[src/rtl/sc_rx_pkg.sv]
package sc_rx_pkg;
  typedef enum logic [1:0] {
    ST_IDLE,
    ST_BITS,
    ST_STOP,
    ST_WAIT_HI
  } rx_state_e;
endpackage

[src/rtl/sc_rx_sync.sv]
module sc_rx_sync #(
  parameter int unsigned STAGES = 2,
  parameter logic        RST_VAL = 1'b1
) (
  input  logic clk_i,
  input  logic rst_ni,
  input  logic d_i,
  output logic q_o
);
  logic [STAGES-1:0] chain_q;

  for (genvar g = 0; g < STAGES; g++) begin : g_stage
    always_ff @(posedge clk_i or negedge rst_ni) begin
      if (!rst_ni) chain_q[g] <= RST_VAL;
      else if (g == 0) chain_q[g] <= d_i;
      else chain_q[g] <= chain_q[(g == 0) ? 0 : g-1];
    end
  end

  assign q_o = chain_q[STAGES-1];
endmodule

[src/rtl/sc_rx_frame.sv]
module sc_rx_frame
  import sc_rx_pkg::*;
#(
  parameter int unsigned OSR       = 5,
  parameter int unsigned FIRST_OFS = 8,
  parameter int unsigned NBITS     = 9
) (
  input  logic             clk_i,
  input  logic             rst_ni,
  input  logic             tick_i,
  input  logic             line_i,
  output logic [NBITS-1:0] char_o,
  output logic             done_o,
  output logic             ferr_o
);
  localparam int unsigned CNT_MAX = (FIRST_OFS > OSR) ? FIRST_OFS : OSR;
  localparam int unsigned CW      = $clog2(CNT_MAX + 1);
  localparam int unsigned BW      = $clog2(NBITS + 1);

  rx_state_e        state_q;
  logic [CW-1:0]    cnt_q;
  logic [BW-1:0]    bitn_q;
  logic [NBITS-1:0] shreg_q;
  logic             stop_pt;

  always_ff @(posedge clk_i or negedge rst_ni) begin
    if (!rst_ni) begin
      state_q <= ST_IDLE;
      cnt_q   <= '0;
      bitn_q  <= '0;
      shreg_q <= '0;
    end else if (tick_i) begin
      unique case (state_q)
        ST_IDLE: if (!line_i) begin
          state_q <= ST_BITS;
          cnt_q   <= CW'(FIRST_OFS - 1);
          bitn_q  <= '0;
        end
        ST_BITS: if (cnt_q == '0) begin
          shreg_q <= {line_i, shreg_q[NBITS-1:1]};  // LSB first
          cnt_q   <= CW'(OSR - 1);
          if (bitn_q == BW'(NBITS - 1)) state_q <= ST_STOP;
          else bitn_q <= bitn_q + 1'b1;
        end else begin
          cnt_q <= cnt_q - 1'b1;
        end
        ST_STOP: if (cnt_q == '0) begin
          state_q <= line_i ? ST_IDLE : ST_WAIT_HI;
        end else begin
          cnt_q <= cnt_q - 1'b1;
        end
        ST_WAIT_HI: if (line_i) state_q <= ST_IDLE;
        default: state_q <= ST_IDLE;
      endcase
    end
  end

  assign stop_pt = tick_i && (state_q == ST_STOP) && (cnt_q == '0);
  assign done_o  = stop_pt && line_i;
  assign ferr_o  = stop_pt && !line_i;
  assign char_o  = shreg_q;
endmodule

[src/rtl/sc_rx_flags.sv]
module sc_rx_flags #(
  parameter int unsigned DATA_W = 8
) (
  input  logic            clk_i,
  input  logic            rst_ni,
  input  logic [DATA_W:0] char_i,
  input  logic            done_i,
  input  logic            ferr_i,
  input  logic            clr_i,
  output logic [DATA_W-1:0] data_o,
  output logic            valid_o,
  output logic            perr_o,
  output logic            ferr_o
);
  always_ff @(posedge clk_i or negedge rst_ni) begin
    if (!rst_ni) begin
      data_o  <= '0;
      valid_o <= 1'b0;
      perr_o  <= 1'b0;
      ferr_o  <= 1'b0;
    end else begin
      valid_o <= done_i;
      perr_o  <= done_i && (^char_i);
      if (done_i) data_o <= char_i[DATA_W-1:0];
      // new error wins over clear
      if (ferr_i) ferr_o <= 1'b1;
      else if (clr_i) ferr_o <= 1'b0;
    end
  end
endmodule

[src/rtl/sc_char_rx.sv]
module sc_char_rx #(
  parameter int unsigned OSR         = 5,
  parameter int unsigned FIRST_OFS   = 8,
  parameter int unsigned DATA_W      = 8,
  parameter int unsigned SYNC_STAGES = 2
) (
  input  logic              clk_i,
  input  logic              rst_ni,
  input  logic              tick_i,
  input  logic              line_i,
  input  logic              err_clr_i,
  output logic [DATA_W-1:0] data_o,
  output logic              valid_o,
  output logic              parity_err_o,
  output logic              frame_err_o
);
  localparam int unsigned NBITS = DATA_W + 1;

  logic             line_s;
  logic [NBITS-1:0] char_w;
  logic             done_w;
  logic             ferr_w;

  sc_rx_sync #(.STAGES(SYNC_STAGES), .RST_VAL(1'b1)) u_sync (
    .clk_i (clk_i),
    .rst_ni(rst_ni),
    .d_i   (line_i),
    .q_o   (line_s)
  );

  sc_rx_frame #(.OSR(OSR), .FIRST_OFS(FIRST_OFS), .NBITS(NBITS)) u_frame (
    .clk_i (clk_i),
    .rst_ni(rst_ni),
    .tick_i(tick_i),
    .line_i(line_s),
    .char_o(char_w),
    .done_o(done_w),
    .ferr_o(ferr_w)
  );

  sc_rx_flags #(.DATA_W(DATA_W)) u_flags (
    .clk_i  (clk_i),
    .rst_ni (rst_ni),
    .char_i (char_w),
    .done_i (done_w),
    .ferr_i (ferr_w),
    .clr_i  (err_clr_i),
    .data_o (data_o),
    .valid_o(valid_o),
    .perr_o (parity_err_o),
    .ferr_o (frame_err_o)
  );
endmodule

[config.mk]
export PLATFORM = sky130hd
export DESIGN_NAME = sc_char_rx
export DESIGN_NICKNAME = d
export VERILOG_FILES = /design/src/rtl/sc_rx_pkg.sv /design/src/rtl/sc_rx_sync.sv /design/src/rtl/sc_rx_frame.sv /design/src/rtl/sc_rx_flags.sv /design/src/rtl/sc_char_rx.sv
export SDC_FILE = /design/constraint.sdc
export NUM_CORES = 1
export LEC_CHECK = 0
export ABC_AREA = 1
export BUFFER_PORTS_ARGS = -buffer_cell sky130_fd_sc_hd__clkbuf_2
export CORE_MARGIN = 2
export CORE_UTILIZATION = 40
export CTS_CLUSTER_DIAMETER = 40
export CTS_CLUSTER_SIZE = 40
export DETAILED_ROUTE_END_ITERATION = 16
export PLACE_DENSITY = 0.63
export SLEW_MARGIN = 25
export SYNTH_ARGS = -nofsm -noshare
export SYNTH_HDL_FRONTEND = slang
export SYNTH_SLANG_ARGS = --single-unit
[constraint.sdc]
create_clock -name clk_i -period 1.5 [get_ports clk_i]
set_input_delay 0.225 -clock clk_i [delete_from_list [all_inputs] [get_ports clk_i]]
set_output_delay 0.225 -clock clk_i [all_outputs]
set_load 0.01 [all_outputs]
==> Word level (Yosys, flattened, before mapping) <==
Index checks and enable logic that the tools add are counted.
{ "totals": {"register_bits": 32, "inputBits": 5, "out_inout_bits": 11, "wordCells": 56} }
{ "classes": {"n_mux": 17, "reduce_logical": 16, "n_eq_ne": 11, "addsub": 2} }
{ "op_table": {"columns": ["cell", "n"], "rows": [
  ["4-bit 2-to-1 mux", 6],
  ["2-bit 2-to-1 mux", 6],
  ["4-bit one-hot mux with 3 select lines", 1],
  ["9-bit XOR reduction", 1],
  ["2-bit != test, second input constant", 4],
  ["2-bit one-hot mux with 4 select lines", 1],
  ["4-bit one-hot mux with 2 select lines", 1],
  ["2-bit by 1-bit != test with 1-bit output, second input constant", 3],
  ["6-bit AND reduction", 1],
  ["1-bit logical AND", 5],
  ["5-bit AND reduction", 1],
  ["4-bit by 1-bit adder with 4-bit output, second input constant", 1],
  ["2-bit equality test, second input constant", 2],
  ["4-bit equality test, second input constant", 1],
  ["4-bit logical NOT", 1],
  ["4-bit AND reduction", 1],
  ["2-bit nonzero test", 2],
  ["4-bit by 1-bit subtractor with 4-bit output, second input constant", 1],
  ["3-bit AND reduction", 1],
  ["3-bit nonzero test", 1],
  ["2-bit by 1-bit equality test with 1-bit output, second input constant", 1],
  ["2-bit logical NOT", 1],
  ["1-bit 2-to-1 mux", 2],
  ["1-bit logical NOT", 1]
]} }

==> Depth between registers and ports, before layout <==
Gate-level depths: netlist (run 1).
{ "logic_depth": {"depth_word": 5, "mapped_depth": 10, "depth_no_buf": 10} }

==> Hierarchy <==
A second synthesis (run 1) with hierarchy kept.
{ "hier_totals": {"hier_cells": 226, "hier_area_um2": 1811.7} }
{ "modules_own_cells": {"columns": ["mod", "instances", "area_per_inst_um2", "cells_each"], "rows": [
  ["sc_rx_frame", 1, 1173.6, 142],
  ["sc_rx_flags", 1, 585.6, 82],
  ["sc_rx_sync", 1, 52.6, 2]
]} }

==> Worst setup path before layout (run 1) <==
No wires, ideal clock.
{ "synth_path": {"kind": "reg2reg", "startpoint": "reg u_frame.cnt_q[0]", "endpoint": "reg u_flags.data_o[2]", "setup_ns": 0.119, "synth_period_minus_slack_ns": 1.462, "path_slack_ns": 0.038, "path_stages_with_launch": 11, "n_path_buf": 1, "arrival_time_ns": 1.343, "required_ns": 1.381, "cell_sequence": "dfrtp_1 > inv_1 > ha_1 > nand2_2 > nor2_4 > nand2_2 > inv_2 > nand3_4 > buf_6 > nand2_1 > o21ai_2"} }
{ "synth_between": {"elab_chain_cells": 3} }
{ "synth_rtl": {"columns": ["element", "line", "rtl"], "rows": [
  ["start: declaration", "sc_rx_frame.sv:21", "logic [CW-1:0] cnt_q;"],
  ["start signal: assignment", "sc_rx_frame.sv:36", "cnt_q <= CW'(FIRST_OFS - 1);"],
  ["start signal: assignment", "sc_rx_frame.sv:41", "cnt_q <= CW'(OSR - 1);"],
  ["start signal: assignment", "sc_rx_frame.sv:45", "cnt_q <= cnt_q - 1'b1;"],
  ["4-bit logical NOT", "sc_rx_frame.sv:58", "assign stop_pt = tick_i && (state_q == ST_STOP) && (cnt_q == '0);"],
  ["1-bit logical AND", "sc_rx_frame.sv:58", null],
  ["1-bit logical AND", "sc_rx_frame.sv:59", "assign done_o = stop_pt && line_i;"],
  ["end signal: assignment", "sc_rx_flags.sv:24", "if (done_i) data_o <= char_i[DATA_W-1:0];"],
  ["end: declaration", "sc_rx_flags.sv:10", "output logic [DATA_W-1:0] data_o,"]
]} }
Every way passes these cells.
A chain may end at the register's enable or synchronous reset.

==> Final worst setup path (run 1) <==
{ "layout_path": {"startpoint": "reg u_frame.state_q[0]", "endpoint": "reg u_frame.cnt_q[0]"} }
{ "layout_between": {"elab_chain_cells": 3, "elab_cells_between_ends": 8} }
{ "layout_rtl": {"columns": ["element", "line", "rtl"], "rows": [
  ["start: declaration", "sc_rx_frame.sv:20", "rx_state_e state_q;"],
  ["start signal: assignment", "sc_rx_frame.sv:48", "state_q <= line_i ? ST_IDLE : ST_WAIT_HI;"],
  ["2-bit equality test (tied with other cells)", "sc_rx_frame.sv:33", "unique case (state_q)"],
  ["2-bit != test (no line) / 3-bit nonzero test (equally long branches)", null, null],
  ["4-bit AND reduction (no line)", null, null]
]} }
Parallel ways exist; a longest one is shown, timed or not.

==> metrics.md, run 1 <==
| Metric | Value |
|---|---|
| First-pass GRT wire length | 5.82 mm |
| Fmax | 697 MHz |
| Worst slew margin | 0.726 |
| Crit path time final | between 1 and 1.5 ns |
| Met2 Use GR | 0.241 |
| Final Skew | ~0.0065 ns |
| Most used cell, CP | nand3_1 |
| HP Start | line_i |
| Vias per std cell | 4.71 |
| CTS H-Tree Depth | 2 |
| CP endpoint kind | flop |
| Pwr Total | 3670 uW |
| Post-synthesis simple-gate area fraction | 0.266 |
| Top Usage Layer GRT | met2 |
| Synth Area in Compound Gates | 0.113 |
| Gate count after technology mapping | 206 |
| CP Max Fanout | 3 |
| Adder-cell share of the synthesized area | 0.0660 |
| Crit Path Class | flop to flop |
| Num ports | 16 |
| Synth area leader | dfrtp_1 |
| Ys flop type | dfrtp_1 |
| Final WL | ~3.4 mm |
| Worst slew pin tran | just over 0.4 ns |
| Routed length per placed instance | ~12 um |
| Initial drt markers | 83 |
| R2R depth | 8 |
| Setup crit start kind | flop |
| Met3 Usage GRT | 0.0276 |
| Share of the synthesized area in the top cell type | 0.440 |
| RR Endpoint | u_frame.cnt_q[0]$_DFFE_PN0P_ |
| Die area | about 4800 um^2 |
| Worst r2r src | u_frame.state_q[0]$_DFFE_PN0P_ |
| Grt ovf | 0 |
| Yosys warnings | 0 |
| Nets | 257 |
| Synthesized net count | between 200 and 250 |
| Clock tree buffer depth | 2 |
| Multi-input gate area | 870 um^2 |
| Status | complete, no violations |
| First-pass iteration count of the detailed router | 4 |
| CP max stage cell | dfrtp_1 |
| DRC | 0 |
| WP data required | 1.71 ns |
| Largest family of logic cells by synthesized area | simple AND/OR/NAND/NOR gates |
| Count leader, synth | nand2_1 |
| Synth Area in XOR/XNOR | 0.0103 |
| Worst Setup SP | u_frame.state_q[0]$_DFFE_PN0P_ |
| Synthesis-to-layout area growth | 26.2% |
| # rows | 23 |
| TritonCTS Buffers | 5 |
| GP Congestion | 0.779 |
| Post-synthesis mux area share | 0 |
| Endpoints failing setup | 0 |
| All-Layer GR Usage | 0.150 |
| Mapped Area | 1710 um^2 |
| CTS Sinks | 32 |
| Post-Syn Area per Cell | 8.28 um^2 |
| R2R setup slack | 0.07 ns |
| Hold Path Depth | 1 |
| Max VDD drop | 0.852 mV |
| Clk root buf | clkbuf_8 |
| ANT cells | 0 |
| WP data arrival | 1.65 ns |
| Die H | between 60 and 70 um |
| Number of fill cells | 365 |
| Leak pwr | 0.00110 uW |
| Sequence of cells on the critical path | inv_2, ha_2, nand2_2, nand2_4, nor2_4, buf_4, nand3_1, nand3_1 |
| Post-synth EDFFs | 0 |
| Hold violation count in the final report | 0 |
| Worst-path clk slew | 0.07 ns |
| Number of port buffers | 15 |
| PwrDens | 1700 nW/um^2 |
| TritonCTS clock tree | built |
| Layout cell share with drive strength beyond 1 | 0.311 |
| Seq/Total Area, Yosys | 0.471 |
| Crit path largest cell delay | 0.39 ns |
| Hold Path End | u_sync.chain_q[0]$_DFF_PN1_ |
| Final Max Tran Viols | 0 |
| DIE WIDTH | 69.3 um |
| Max Cap Viol | 0 |
| Class of the worst hold path | input port to flop |
| Initial antenna violation count | 0 |
| Hold slack | 0.0164 ns |
| Vias in the first global route | 1,306 |
| Starting density of the core | 0.420 |
| RSZ-0062 raised after global routing | true |
| Period utilization | 0.956 |
| Synth top area cells | dfrtp_1 (44%), nand2_1 (15%), ha_1 (6.6%) |
| #FFs+latches synth | 32 |
| Vias | ~1,400 |
| Final ANT Viol Nets | 0 |
| Core Region | 4060 um^2 |
| Register Area | 803 um^2 |
| M1 GR Usage | 0.196 |
| Pin count of the biggest net entering global routing | 33 |
| Most frequent cells after synthesis | nand2_1 (67), dfrtp_1 (30), inv_1 (24) |
| Clock Latency Late Sink | between 0.2 and 0.3 ns |
| DP Wirelength | 2.20 mm |
| Library cells used by synthesis | 22 |
| Post-synth ARST share | 1.00 |
## logic make-up (layout without fill, tap and decap cells)
logic type / Yosys count / in the layout
compound gates: 31 / 31
xor+xnor: 2 / 2
fa+ha+maj: 9 / 9
buf+inv: 31 / 68
flops: 32 / 32
simple gates: 101 / 102
## power breakdown
group          internal (uW)  switching (uW)
registers               1050             157
logic                    678             957
clock network            493             329
total                   2220            1440
## cell type report
| type | instances | share of cell area |
|---|---|---|
| flip-flops and latches | 32 | 0.373 |
| well taps | 50 | 0.0291 |
| clock buffers | 6 | 0.0337 |
| multi-input cells | 144 | 0.404 |
| inverters | 29 | 0.0517 |
| repair buffers | 31 | 0.0919 |
| clock inverters | 2 | 0.0163 |
## worst max-delay path, delay by kind of cell, from the launching register on
family	cells	cell delay, ns
buffers and inverters	2	0.20
adder cells (fa/ha/maj)	1	0.20
AND/OR/NAND/NOR	5	0.56
flip-flops	1	0.39
## per-stage QoR
| step | setup TNS (ns) | utilization | area (um^2) | setup WS [ns] | cells |
|---|---|---|---|---|---|
| detailed placement | -0.0875 | 0.472 | 1920 | -0.0274 | 281 |
| floorplan | 0 | - | 1710 | 0.0376 | 206 |
| global route | -0.165 | 0.530 | 2150 | -0.0499 | 294 |
| finish | 0 | 0.530 | 2150 | 0.0660 | 294 |
| global placement | -0.000411 | 0.472 | 1920 | -0.000411 | 281 |
| CTS | 0 | 0.507 | 2060 | 0.00327 | 290 |
## cells in the final DEF (no fill, tap or decap), types with 3 or more instances in the layout
| cell type | count |
|---|---|
| inv_1 | 20 |
| buf_4 | 15 |
| nor2_1 | 8 |
| o21ai_1 | 13 |
| nand2_1 | 66 |
| nand3_4 | 3 |
| clkbuf_8 | 5 |
| nand3_1 | 14 |
| a21oi_2 | 3 |
| o21ai_0 | 4 |
| nor2_4 | 3 |
| nand2_4 | 3 |
| clkbuf_2 | 15 |
| inv_2 | 8 |
| dfrtp_1 | 30 |
| ha_1 | 6 |
| o21ai_2 | 7 |
## per-layer routing
layer,up-vias,share of wire
met4,0,0.028
met3,8,0.027
li1,722,-
met5,-,0
met1,628,0.49
met2,28,0.45
## worst max path at each step
stage,end,slack [ns],cells past startpoint
floorplan,u_flags.data_o[2]$_DFFE_PN0P_,0.04,10
global route,u_frame.cnt_q[3]$_DFFE_PN0P_,-0.05,9
global placement,u_frame.bitn_q[2]$_DFFE_PN0P_,-0.0004,9
finish,u_frame.cnt_q[0]$_DFFE_PN0P_,0.07,8
detailed placement,u_frame.bitn_q[2]$_DFFE_PN0P_,-0.03,9
CTS,u_frame.bitn_q[2]$_DFFE_PN0P_,0.003,9
## repair_timing
| item | CTS | global route |
|---|---|---|
| resized for setup | 4 | 18 |
| setup endpoints to repair | 8 | 24 |
| hold buffers | 1 | 0 |
| setup buffers | 0 | 3 |
| pin swaps | 1 | 5 |
| hold endpoints to repair | 30 | 0 |
| cloned | 0 | 1 |
## registers in the layout, indices dropped and copies added (netlist names)
signal / cells
u_frame.bitn_q: 4
u_sync.chain_q: 1
u_frame.state_q: 2
u_frame.char_o: 9
u_flags.valid_o: 1
u_frame.cnt_q: 4
u_flags.ferr_o: 1
u_flags.perr_o: 1
u_sync.q_o: 1
u_flags.data_o: 8
Note: power is estimated with default switching activity, not from simulation.
==> run 2: changes to the inputs <==
--- a/config.mk
+++ b/config.mk
@@ -12,8 +12,9 @@
 export CTS_CLUSTER_DIAMETER = 40
 export CTS_CLUSTER_SIZE = 40
 export DETAILED_ROUTE_END_ITERATION = 16
-export PLACE_DENSITY = 0.63
+export PLACE_DENSITY = 0.62
 export SLEW_MARGIN = 25
 export SYNTH_ARGS = -nofsm -noshare
 export SYNTH_HDL_FRONTEND = slang
+export SYNTH_HIERARCHICAL = 1
 export SYNTH_SLANG_ARGS = --single-unit
==> metrics.md, run 2 <==
| Metric | Value |
|---|---|
| Status | complete, no violations |
| Die H | approximately 71 um |
| WP data arrival | ~1.7 ns |
| Worst slew margin | 0.726 |
| Clock tree buffer depth | 2 |
| Worst slew pin tran | 0.411 ns |
| Vias per std cell | 4.62 |
| Number of port buffers | 15 |
| Logic pwr share | 0.525 |
| Fmax | 687 MHz |
| Grt ovf | 0 |
| CTS Sinks | 32 |
| Final WL | roughly 3.6 mm |
| Layout cell share with drive strength beyond 1 | 0.313 |
| TritonCTS clock tree | built |
| Nets | 278 |
| Sw Pwr | 1980 uW |
| Synth top area cells | dfrtp_1 (41%), nand2_1 (15%), ha_1 (6.2%) |
| PwrDens | just over 2000 nW/um^2 |
| ANT cells | 0 |
| Synthesized net count | 240 |
| Max VDD drop | roughly 0.59 mV |
| Final Max Tran Viols | 0 |
| Seq/Total Area, Yosys | 0.443 |
| Leak pwr | 0.00119 uW |
| Yosys warnings | 6 |
| Worst setup margin | 0.0453 ns |
| Synthesis-to-layout area growth | 24.9% |
| Vias | 1,465 |
| Met2 Use GR | 0.249 |
| All-Layer GR Usage | 0.149 |
| Largest register FFs | 9 |
| Clock share of power | 0.147 |
| #FFs+latches synth | 32 |
| Setup crit start kind | flop |
| Most frequent cells in the layout | nand2_1 (68), dfrtp_1 (30), inv_1 (24), nor2_1 (17) |
| Worst Setup SP | u_frame/cnt_q[0]$_DFFE_PN0P_ |
| Worst r2r src | u_frame/cnt_q[0]$_DFFE_PN0P_ |
| Library cells used by synthesis | 27 |
| Gate count after technology mapping | 226 |
| # rows | 24 |
| Hold violation count in the final report | 0 |
| CP endpoint kind | flop |
| Endpoints failing setup | 0 |
| Num ports | 16 |
| Clock Latency Late Sink | 0.28 ns |
| Post-synth ARST share | 1.00 |
| Core Util, Final | 0.520 |
| Post-synth EDFFs | 0 |
| Starting density of the core | 0.416 |
| WP data required | 1.71 ns |
| TritonCTS Buffers | 5 |
| Clk root buf | clkbuf_8 |
| CP Max Fanout | 9 |
| DP Wirelength | 2.38 mm |
| Core Region | 4350 um^2 |
| Crit Path Class | flop to flop |
| Met3 Usage GRT | 0.0436 |
| First-pass GRT wire length | between 6 and 7 mm |
| Synth area leader | dfrtp_1 |
| Ys flop type | dfrtp_1 |
| DIE WIDTH | 71.3 um |
| Count leader, synth | nand2_1 |
| Die area | 5080 um^2 |
| Pin count of the biggest net entering global routing | 33 |
| Initial antenna violation count | 0 |
| Share of the synthesized area in the top cell type | 0.414 |
| GP Congestion | 0.784 |
| HP Start | line_i |
| Internal | 2590 uW |
| DRC | 0 |
| Worst-path clk slew | 0.06 ns |
| M1 GR Usage | 0.185 |
| Seq pwr share | 0.328 |
| Switch share | 0.434 |
| Max Cap Viol | 0 |
| Routed length per placed instance | 11.3 um |
| Crit path time final | 1.45 ns |
| Final ANT Viol Nets | 0 |
| Top Usage Layer GRT | met2 |
| Number of fill cells | between 400 and 500 |
| Final Skew | 0.00443 ns |
| RSZ-0062 raised after global routing | true |
| Initial drt markers | 41 |
| Mapped Area | approximately 1800 um^2 |
| Class of the worst hold path | input port to flop |
| Period utilization | 0.970 |
| Pre-CTS setup slack | -0.0418 ns |
| First-pass iteration count of the detailed router | 4 |
| Vias in the first global route | ~1,400 |
| Most frequent cells after synthesis | nand2_1 (72), dfrtp_1 (30), inv_1 (28) |
| Post-Syn Area per Cell | approximately 8 um^2 |
| CTS H-Tree Depth | 2 |
| Commonest non-fill, non-tap cell in the layout | nand2_1 |
run 2: through the flow:
stage          area, um^2  instances  power, uW  setup TNS, ns  hold WS [ns]
6_report             2260        317       4570              0        0.0245
5_1_grt              2260        317       5020         -0.561        0.0102
4_1_cts              2180        311       4340              0        0.0110
3_5_place_dp         2010        297       3560         -0.274         0.274
3_3_place_gp         2010        297       3510         -0.141         0.275
2_1_floorplan        1840        226       3020              0       -0.0706
run 2: layer usage:
| metal | wire [um] | part of all wire |
|---|---|---|
| met3 | 144 | 0.040 |
| met4 | 40 | 0.011 |
| met5 | 0 | 0 |
| met1 | 1640 | 0.46 |
| met2 | 1770 | 0.49 |
run 2: kinds of logic (layout without fill, tap and decap cells):
family	after synthesis	after routing	synth area share
buffers and inverters	38	76	0.0981
AO/OA/AOI/OAI	30	30	0.104
XOR/XNOR	2	2	0.00967
flip-flops	32	32	0.443
AND/OR/NAND/NOR	115	116	0.282
adder cells (fa/ha/maj)	9	9	0.0622
run 2: power by group through the flow:
| stage | logic (uW) | registers [uW] | clock network, uW |
|---|---|---|---|
| 2_1_floorplan | 1510 | 1510 | 0 |
| 3_3_place_gp | 2010 | 1500 | 0 |
| 3_5_place_dp | 2050 | 1510 | 0 |
| 4_1_cts | 2150 | 1490 | 708 |
| 5_1_grt | 2730 | 1550 | 737 |
| 6_report | 2400 | 1500 | 672 |
run 2: worst paths after layout:
kind,endpoint,slack [ns],depth (start not counted)
max in group asynchronous,u_sync/q_o$_DFF_PN1_,0.67,3
max reg2reg,u_flags/data_o[0]$_DFFE_PN0P_,0.05,9
min reg2reg,u_sync/q_o$_DFF_PN1_,0.36,0
min in group asynchronous,u_frame/cnt_q[1]$_DFFE_PN0P_,0.50,3
max,u_flags/data_o[0]$_DFFE_PN0P_,0.05,9
min,u_sync/chain_q[0]$_DFF_PN1_,0.02,1
run 2: repair_timing:
item,CTS,global route
endpoints found under the setup margin,22,26
hold buffers,1,0
setup buffers,4,6
endpoints found under the hold margin,30,0
pin swaps,1,5
resized for setup,4,17
cloned,1,1
run 2: layout make-up:
| cell class | count | area [um^2] | share of cell area |
|---|---|---|---|
| multi-input combinational | 157 | 931 | 0.412 |
| sequential | 32 | 803 | 0.355 |
| timing repair buffer | 34 | 240 | 0.106 |
| inverter | 34 | 130 | 0.0575 |
| clock buffer | 6 | 82.6 | 0.0365 |
| tap | 52 | 65.1 | 0.0288 |
| clock inverter | 2 | 10.0 | 0.00442 |
run 2: critical path, cell delays in order, from the launching register on:
cell and delay, ns:
dfrtp_1 0.39, inv_2 0.09, ha_4 0.15, nand3_4 0.08, inv_4 0.07, nand2_4 0.06, nor3_4 0.23, buf_12 0.15
nor2_1 0.04, a21oi_1 0.11
